--- config.mk ---
export PLATFORM = sky130hd
export DESIGN_NAME = smram_gate
export DESIGN_NICKNAME = d
export VERILOG_FILES = /design/src/rtl/smram_gate_pkg.sv /design/src/rtl/smram_base_reg.sv /design/src/rtl/smram_open_ctrl.sv /design/src/rtl/smram_window_dec.sv /design/src/rtl/smram_gate.sv
export SDC_FILE = /design/constraint.sdc
export NUM_CORES = 1
export LEC_CHECK = 0
export CAP_MARGIN = 25
export CORE_ASPECT_RATIO = 0.7
export CORE_MARGIN = 3
export CORE_UTILIZATION = 44
export CTS_BUF_LIST = sky130_fd_sc_hd__clkbuf_4 sky130_fd_sc_hd__clkbuf_8 sky130_fd_sc_hd__clkbuf_16
export CTS_CLUSTER_SIZE = 40
export DETAILED_ROUTE_END_ITERATION = 10
export MAX_ROUTING_LAYER = met4
export PLACE_DENSITY = 0.9
export SETUP_SLACK_MARGIN = 0.02
export SYNTH_ARGS = -nofsm -noshare
export SYNTH_HDL_FRONTEND = slang
export SYNTH_HIERARCHICAL = 1
export SYNTH_SLANG_ARGS = --single-unit
--- constraint.sdc ---
create_clock -name clk_i -period 2.7 [get_ports clk_i]
set_clock_uncertainty 0.15 [all_clocks]
set_input_delay 0.81 -clock clk_i [delete_from_list [all_inputs] [get_ports clk_i]]
set_output_delay 0.81 -clock clk_i [all_outputs]
set_load 0.02 [all_outputs]
--- src/rtl/smram_gate_pkg.sv ---
package smram_gate_pkg;
  localparam int unsigned ADDR_W   = 32;
  localparam int unsigned MASTER_W = 2;
  localparam int unsigned ALIGN_W  = 15;  // 32 KiB granule

  typedef struct packed {
    logic smram;
    logic normal;
    logic deny;
  } route_t;
endpackage

--- src/rtl/smram_base_reg.sv ---
module smram_base_reg #(
  parameter int unsigned ADDR_W   = 32,
  parameter int unsigned ALIGN_W  = 15,
  parameter logic [ADDR_W-1:0] BASE_RST = 32'h0003_0000
) (
  input  logic              clk_i,
  input  logic              rst_ni,
  input  logic              load_i,
  input  logic [ADDR_W-1:0] load_data_i,
  output logic [ADDR_W-1:0] base_o
);
  logic aligned;
  assign aligned = (load_data_i[ALIGN_W-1:0] == '0);

  always_ff @(posedge clk_i or negedge rst_ni) begin
    if (!rst_ni)                base_o <= BASE_RST;
    else if (load_i && aligned) base_o <= load_data_i;
  end

  AST_BASE_MISALIGN_KEEP: assert property (@(posedge clk_i) disable iff (!rst_ni)
    (load_i && load_data_i[ALIGN_W-1:0] != '0) |=> $stable(base_o));
  AST_BASE_ALIGNED_LOAD: assert property (@(posedge clk_i) disable iff (!rst_ni)
    (load_i && load_data_i[ALIGN_W-1:0] == '0) |=> base_o == $past(load_data_i));
endmodule

--- src/rtl/smram_open_ctrl.sv ---
module smram_open_ctrl (
  input  logic clk_i,
  input  logic rst_ni,
  input  logic open_set_i,
  input  logic open_clr_i,
  input  logic lock_set_i,
  output logic open_o,
  output logic lock_o
);
  always_ff @(posedge clk_i or negedge rst_ni) begin
    if (!rst_ni) begin
      open_o <= 1'b0;
      lock_o <= 1'b0;
    end else begin
      if (open_clr_i)                 open_o <= 1'b0;
      else if (open_set_i && !lock_o) open_o <= 1'b1;
      if (lock_set_i) lock_o <= 1'b1;
    end
  end

  AST_LOCK_HOLDS_CLOSED: assert property (@(posedge clk_i) disable iff (!rst_ni)
    (lock_o && !open_o) |=> !open_o);
  AST_CLR_WINS: assert property (@(posedge clk_i) disable iff (!rst_ni)
    open_clr_i |=> !open_o);
endmodule

--- src/rtl/smram_window_dec.sv ---
module smram_window_dec
  import smram_gate_pkg::*;
#(
  parameter int unsigned ADDR_W   = 32,
  parameter int unsigned ALIGN_W  = 15,
  parameter int unsigned MASTER_W = 2,
  parameter int unsigned CPU_ID   = 0
) (
  input  logic [ADDR_W-1:0]   base_i,
  input  logic [ADDR_W-1:0]   addr_i,
  input  logic                valid_i,
  input  logic [MASTER_W-1:0] master_i,
  input  logic                smm_i,
  input  logic                open_i,
  output route_t              route_o
);
  localparam int unsigned PAGE_W = ADDR_W - ALIGN_W;

  logic [PAGE_W-1:0] win_page;
  logic              hit, is_cpu, grant;

  // window is the granule right above the base
  assign win_page = base_i[ADDR_W-1:ALIGN_W] + PAGE_W'(1);
  assign hit      = valid_i && (addr_i[ADDR_W-1:ALIGN_W] == win_page);
  assign is_cpu   = (master_i == MASTER_W'(CPU_ID));
  assign grant    = hit && is_cpu && (smm_i || open_i);

  always_comb begin
    route_o.smram  = grant;
    route_o.deny   = hit && !grant;
    route_o.normal = valid_i && !grant;
  end
endmodule

--- src/rtl/smram_gate.sv ---
module smram_gate
  import smram_gate_pkg::*;
#(
  parameter int unsigned CPU_ID = 0,
  parameter logic [ADDR_W-1:0] BASE_RST = 32'h0003_0000
) (
  input  logic                clk_i,
  input  logic                rst_ni,
  input  logic                req_valid_i,
  input  logic [ADDR_W-1:0]   req_addr_i,
  input  logic [MASTER_W-1:0] req_master_i,
  input  logic                smm_active_i,
  input  logic                base_load_i,
  input  logic [ADDR_W-1:0]   base_data_i,
  input  logic                open_set_i,
  input  logic                open_clr_i,
  input  logic                lock_set_i,
  output logic                smram_sel_o,
  output logic                normal_sel_o,
  output logic                deny_o,
  output logic [ADDR_W-1:0]   addr_o
);
  logic [ADDR_W-1:0] base_q;
  logic              open_q, lock_q;
  route_t            route_d, route_q;

  smram_base_reg #(.ADDR_W(ADDR_W), .ALIGN_W(ALIGN_W), .BASE_RST(BASE_RST)) u_base (
    .clk_i, .rst_ni,
    .load_i(base_load_i), .load_data_i(base_data_i), .base_o(base_q)
  );

  smram_open_ctrl u_open (
    .clk_i, .rst_ni,
    .open_set_i, .open_clr_i, .lock_set_i,
    .open_o(open_q), .lock_o(lock_q)
  );

  smram_window_dec #(.ADDR_W(ADDR_W), .ALIGN_W(ALIGN_W), .MASTER_W(MASTER_W),
                     .CPU_ID(CPU_ID)) u_dec (
    .base_i(base_q), .addr_i(req_addr_i), .valid_i(req_valid_i),
    .master_i(req_master_i), .smm_i(smm_active_i), .open_i(open_q),
    .route_o(route_d)
  );

  always_ff @(posedge clk_i or negedge rst_ni) begin
    if (!rst_ni) begin
      route_q <= '0;
      addr_o  <= '0;
    end else begin
      route_q <= route_d;
      addr_o  <= req_addr_i;
    end
  end

  assign smram_sel_o  = route_q.smram;
  assign normal_sel_o = route_q.normal;
  assign deny_o       = route_q.deny;

  logic unused_lock;
  assign unused_lock = lock_q;

  AST_DMA_NO_SMRAM: assert property (@(posedge clk_i) disable iff (!rst_ni)
    (req_valid_i && req_master_i != MASTER_W'(CPU_ID)) |=> !smram_sel_o);
  AST_GRANT_PRIV: assert property (@(posedge clk_i) disable iff (!rst_ni)
    smram_sel_o |-> ($past(smm_active_i) || $past(open_q)));
  AST_IDLE_QUIET: assert property (@(posedge clk_i) disable iff (!rst_ni)
    !req_valid_i |=> (!smram_sel_o && !normal_sel_o && !deny_o));
  AST_ADDR_FWD: assert property (@(posedge clk_i) disable iff (!rst_ni)
    1'b1 |=> addr_o == $past(req_addr_i));
  AST_SEL_EXCL: assert property (@(posedge clk_i) disable iff (!rst_ni)
    !(smram_sel_o && normal_sel_o));
endmodule

== Yosys cells after proc, flatten, opt, wreduce, memory -nomap -nowiden ==
Index checks and enable logic that the tools add are counted.

* Register bits: 69
* Bits of input ports: 74

* Add/subtract/negate cells: 1
* Equal/unequal tests: 1
* Multiplexer cells: 2
* Reductions and logical operators: 13

{| class="wikitable"
|+ Operators with widths
! cell !! count
|-
| $add 17x1->17 const B || 1
|-
| $eq 17x17->1 || 1
|-
| $logic_not 15->1 || 1
|-
| $logic_and 1x1->1 || 7
|-
| $logic_not 1->1 || 2
|-
| $logic_not 2->1 || 1
|-
| $mux 1 || 2
|-
| $reduce_bool 2->1 || 1
|-
| $logic_or 1x1->1 || 1
|}

== Logic depth before layout (Yosys ltp) ==
* Word-level depth: 7
* Gate-level depth with buffers: 8
* Depth with buffers taken out: 7

== By module ==
Netlist, hierarchy kept.

{| class="wikitable"
|+ Modules (own cells, without submodules)
! module !! times used !! cells each !! area each (um2) !! sequential area each (um2)
|-
| smram_base_reg || 1 || 72 || 1,280.0 || 803.3
|-
| smram_gate || 1 || 35 || 875.8 || 875.8
|-
| smram_window_dec || 1 || 82 || 586.8 || 0.0
|-
| smram_open_ctrl || 1 || 6 || 75.1 || 50.0
|}

== Least setup slack after synthesis ==
OpenSTA, ideal clock, no wires.

* Path type: input to register
* Start point: input port req_addr_i[17]
* End point: register route_q, in the netlist smram_sel_o
* Library setup time: 0.061 ns
* Arrival time: 2.185 ns
* Path slack: 0.304 ns
* Cell stages on the path: 7
* Path through: nand2b_1 > or2_2 > a311oi_1 > a41oi_1 > nor4_1 > and4_1 > buf_4

* Word-level cells in the longest chain between the ends: 4

{| class="wikitable"
|+ RTL lines
! element !! RTL line !! RTL
|-
| from (decl) || smram_gate.sv:10 || <nowiki>input logic [ADDR_W-1:0] req_addr_i,</nowiki>
|-
| $eq 17x17->1 || smram_window_dec.sv:24 || <nowiki>assign hit = valid_i && (addr_i[ADDR_W-1:ALIGN_W] == win_page);</nowiki>
|-
| $logic_and 1x1->1 || smram_window_dec.sv:24 ||
|-
| $logic_and 1x1->1 (2 in series) || smram_window_dec.sv:26 || <nowiki>assign grant = hit && is_cpu && (smm_i || open_i);</nowiki>
|-
| named net u_dec.grant || smram_window_dec.sv:20 || <nowiki>logic hit, is_cpu, grant;</nowiki>
|-
| to (signal assigned) || smram_gate.sv:50 || <nowiki>route_q <= route_d;</nowiki>
|-
| to (decl) || smram_gate.sv:25 || <nowiki>route_t route_d, route_q;</nowiki>
|}

The timed path passes the listed nets, and every way through them passes these cells.
A chain may end at the register's enable or synchronous reset.

==> metrics.sh <==
NUM_VIAS=1802
CTS_HOLD_REPAIR_BUFFERS=0
CLK_PIN_SLEW_NS=0.09
WIRE_LENGTH_PER_CELL_AFTER_DETAILED_ROUTING_UM=15.7
PERIOD_MINUS_SLACK_NS=2.54
POST-PLACE-WS_NS=-0.295
ANTENNA_CELLS=0
POWERDENSITY_nW_PER_UM2=426
SYN_TO_FINAL_GROWTH_PCT=56.0
LAYOUT-DRIVE-GT1-SHARE_PCT=16.7
CTS-ROOT-BUF='sky130_fd_sc_hd__clkbuf_8'
SYNTHESIS.YOSYS.WARNINGS=6
SETUP_VIOL=0
POWER_SWITCHING_uW=360
CELL_ROW_COUNT=21
FLOORPLAN.IO_PINS=109
TIGHTESTPINTRANSITION_NS=0.614
MAX-VDD-IR-DROP_mV=0.191
WORST_R2R_PATH_DEPTH=6
NUM-FILL-CELLS=332
POWER.INTERNAL_mW=1.20
CRIT_STARTPOINT='req_addr_i[17]'
CRITICAL_PATH.ENDPOINT_TYPE='flop'
GRT_PASS1_WL_MM=8.83
GRT_MAX_DEGREE=29
PLACED_WIRE_LENGTH_ESTIMATE_MM=4.39
INITIAL_CORE_UTIL_PCT=47.2
POSTSYNTHAREAPERCELL_UM2=14.3
REG2REG_FROM='u_base/base_o[16]'
CTS_POST_SETUP_BUFFERS_INSERTED=0
WORST_HOLD_PATH_TYPE='flop to flop'
POSTPLACECELLAREA_UM2=3540
SEQUENTIAL_GROUP_SHARE_OF_TOTAL_POWER_PCT=53.9
TRITONCTS='done'
WORST_SKEW_PAIR.LATE_LATENCY_NS=0.30
SWITCHING_SHARE_PCT=23.1
FINALWORSTSETUPSLACK_NS=0.158
POWER.COMBINATIONAL.FRACTION_PCT=16.9
FIN_UTIL_PCT=73.7
GLOBALROUTEOVERFLOWTOTAL=0
POWER.CLOCK.FRACTION_PCT=29.2
MAXCAPVIOLATIONS=0
REPORT.FINAL.SLEW_VIOL_COUNT=0
REMAINING_DRC_ERRORS=0
OUTCOME='completed'
DRT-VIAS-PER-INSTANCE=5.13
POST_ROUTE_CLOCK_PERIOD_UTILIZATION_PCT=94.1
CP.ARRIVAL_NS=2.64
TIMING.SLEW.HEADROOM_PCT=59.0
FINAL_CELL_AREA_UM2=3660
CTS_HTREE_LEVELS=2
PLACEMENT.IO_BUFFERS=108
DIE_WIDTH_UM=93.3
DIE_H_UM=67.1
TIMING_WORST_SETUP_PATH_TYPE='input port to flop'
TIMING.CRITICAL_PATH.REQUIRED_NS=2.79
NUMCLOCKSINKS=54
HOLD_VIOL_FINAL=0
DRTITER0DRC=68
GRT_PASS1_VIAS=1897
TYPE_OF_ELEMENT_LAUNCHING_THE_CRITICAL_PATH='input port'
FINISH.NET_COUNT=356
POWER.STATIC_LEAKAGE_nW=1.55
REG2REG_TO='smram_sel_o'
CTS_BUFFERS=5
GR-USAGE-ALL-LAYERS_PCT=19.3
DETAIL_ROUTE.WIRELENGTH_MM=5.53
GRT_ANTENNA_BEFORE_REPAIR=0
HP-START='u_open/lock_o'
TIMING.FMAX_GHz=0.393
CLOCK_TREE.BUFFER_DEPTH=2
SYNTH_FP_NETS=239
REPORT.POWER.TOTAL_mW=1.56
FINAL_ANTENNA_NET_COUNT=0
HOLD_WS_NS=0.316
HOLD_DEPTH=1
CORE_UM2=4970
SYN-INSTANCE-COUNT=164
FP.DIEAREA_UM2=6250
R2R_SLACK_NS=0.19
HOLD-PATH-ENDPOINT='u_open/lock_o'
SETUP_REPAIR_AFTER_GLOBAL_ROUTING_MISSED_ITS_MARGIN='no'
DRT-PASS1-ITER-COUNT=4
SYN_AREA_UM2=2340
PLACE.GP.CONGESTION=0.828
CRIT_FANOUT=3
## metal layers
metal  part of all wire [%]  track usage [%]  up-vias
met5                      0                -        -
li1                       -                -      820
met1                     43             23.2      863
met2                     46             31.3      105
met4                    2.1             8.04        0
met3                    8.6             4.97       14
## power by group through the flow
stage | clock [mW] | sequential [mW] | combinational [mW]
floorplan | 0 | 0.890 | 0.0321
detailed placement | 0 | 0.857 | 0.264
CTS | 0.471 | 0.841 | 0.266
global placement | 0 | 0.856 | 0.258
global route | 0.500 | 0.843 | 0.281
finish | 0.455 | 0.840 | 0.263
## critical path: stages
cell	delay, ns
sky130_fd_sc_hd__clkdlybuf4s50_1	0.41
sky130_fd_sc_hd__nand2b_1	0.17
sky130_fd_sc_hd__or2_2	0.28
sky130_fd_sc_hd__a311oi_1	0.27
sky130_fd_sc_hd__a41oi_1	0.09
sky130_fd_sc_hd__nor4_2	0.26
sky130_fd_sc_hd__buf_4	0.16
sky130_fd_sc_hd__and4b_1	0.18
## cell type report
class                      instances  area, µm²  share of cell area (%)
sequential                        54       1350                    37.0
timing repair buffer             113       1140                    31.2
multi-input combinational        102        963                    26.3
tap                               69       86.3                    2.36
clock buffer                       6       82.6                    2.26
inverter                           5       18.8                   0.513
clock inverter                     2       12.5                   0.342
## worst max-delay path by stage
stage,endpoint,slack (ns)
after floorplan,smram_sel_o,0.30
after global placement,deny_o,-0.16
after detailed placement,deny_o,-0.30
after CTS,deny_o,0.05
after global routing,deny_o,0.06
final,deny_o,0.16
## metrics by stage
| stage | std cells | setup TNS (ns) |
|---|---|---|
| detailed placement | 343 | -0.861 |
| global route | 351 | 0 |
| global placement | 343 | -0.438 |
| CTS | 351 | 0 |
| floorplan | 164 | 0 |
| finish | 351 | 0 |
## state kept, by name (all words and copies together), names as in the netlist
signal	count
addr_o	32
u_base/base_o	17
deny_o	1
normal_sel_o	1
smram_sel_o	1
u_open/lock_o	1
u_open/open_o	1
## layout by cell type (no fill, tap or decap), drive strengths merged, types with 2 or more instances in the layout
cell / instances
nand4: 8
a41oi: 2
a211oi: 2
clkdlybuf4s50: 106
mux2: 17
or2: 2
nor2: 3
nand2b: 5
nor4: 7
o21ai: 4
inv: 5
clkbuf: 6
xnor2: 15
dfrtp: 52
a21oi: 3
nor3: 2
nand3: 2
and2: 2
nand2: 6
buf: 6
dfstp: 2
xor2: 7
## repair_timing
item / in CTS / in global routing
pin swaps: 0 / 2
endpoints found under the setup margin: 2 / 3
resized for setup: 2 / 2
Power figures use the tool's default switching activity.
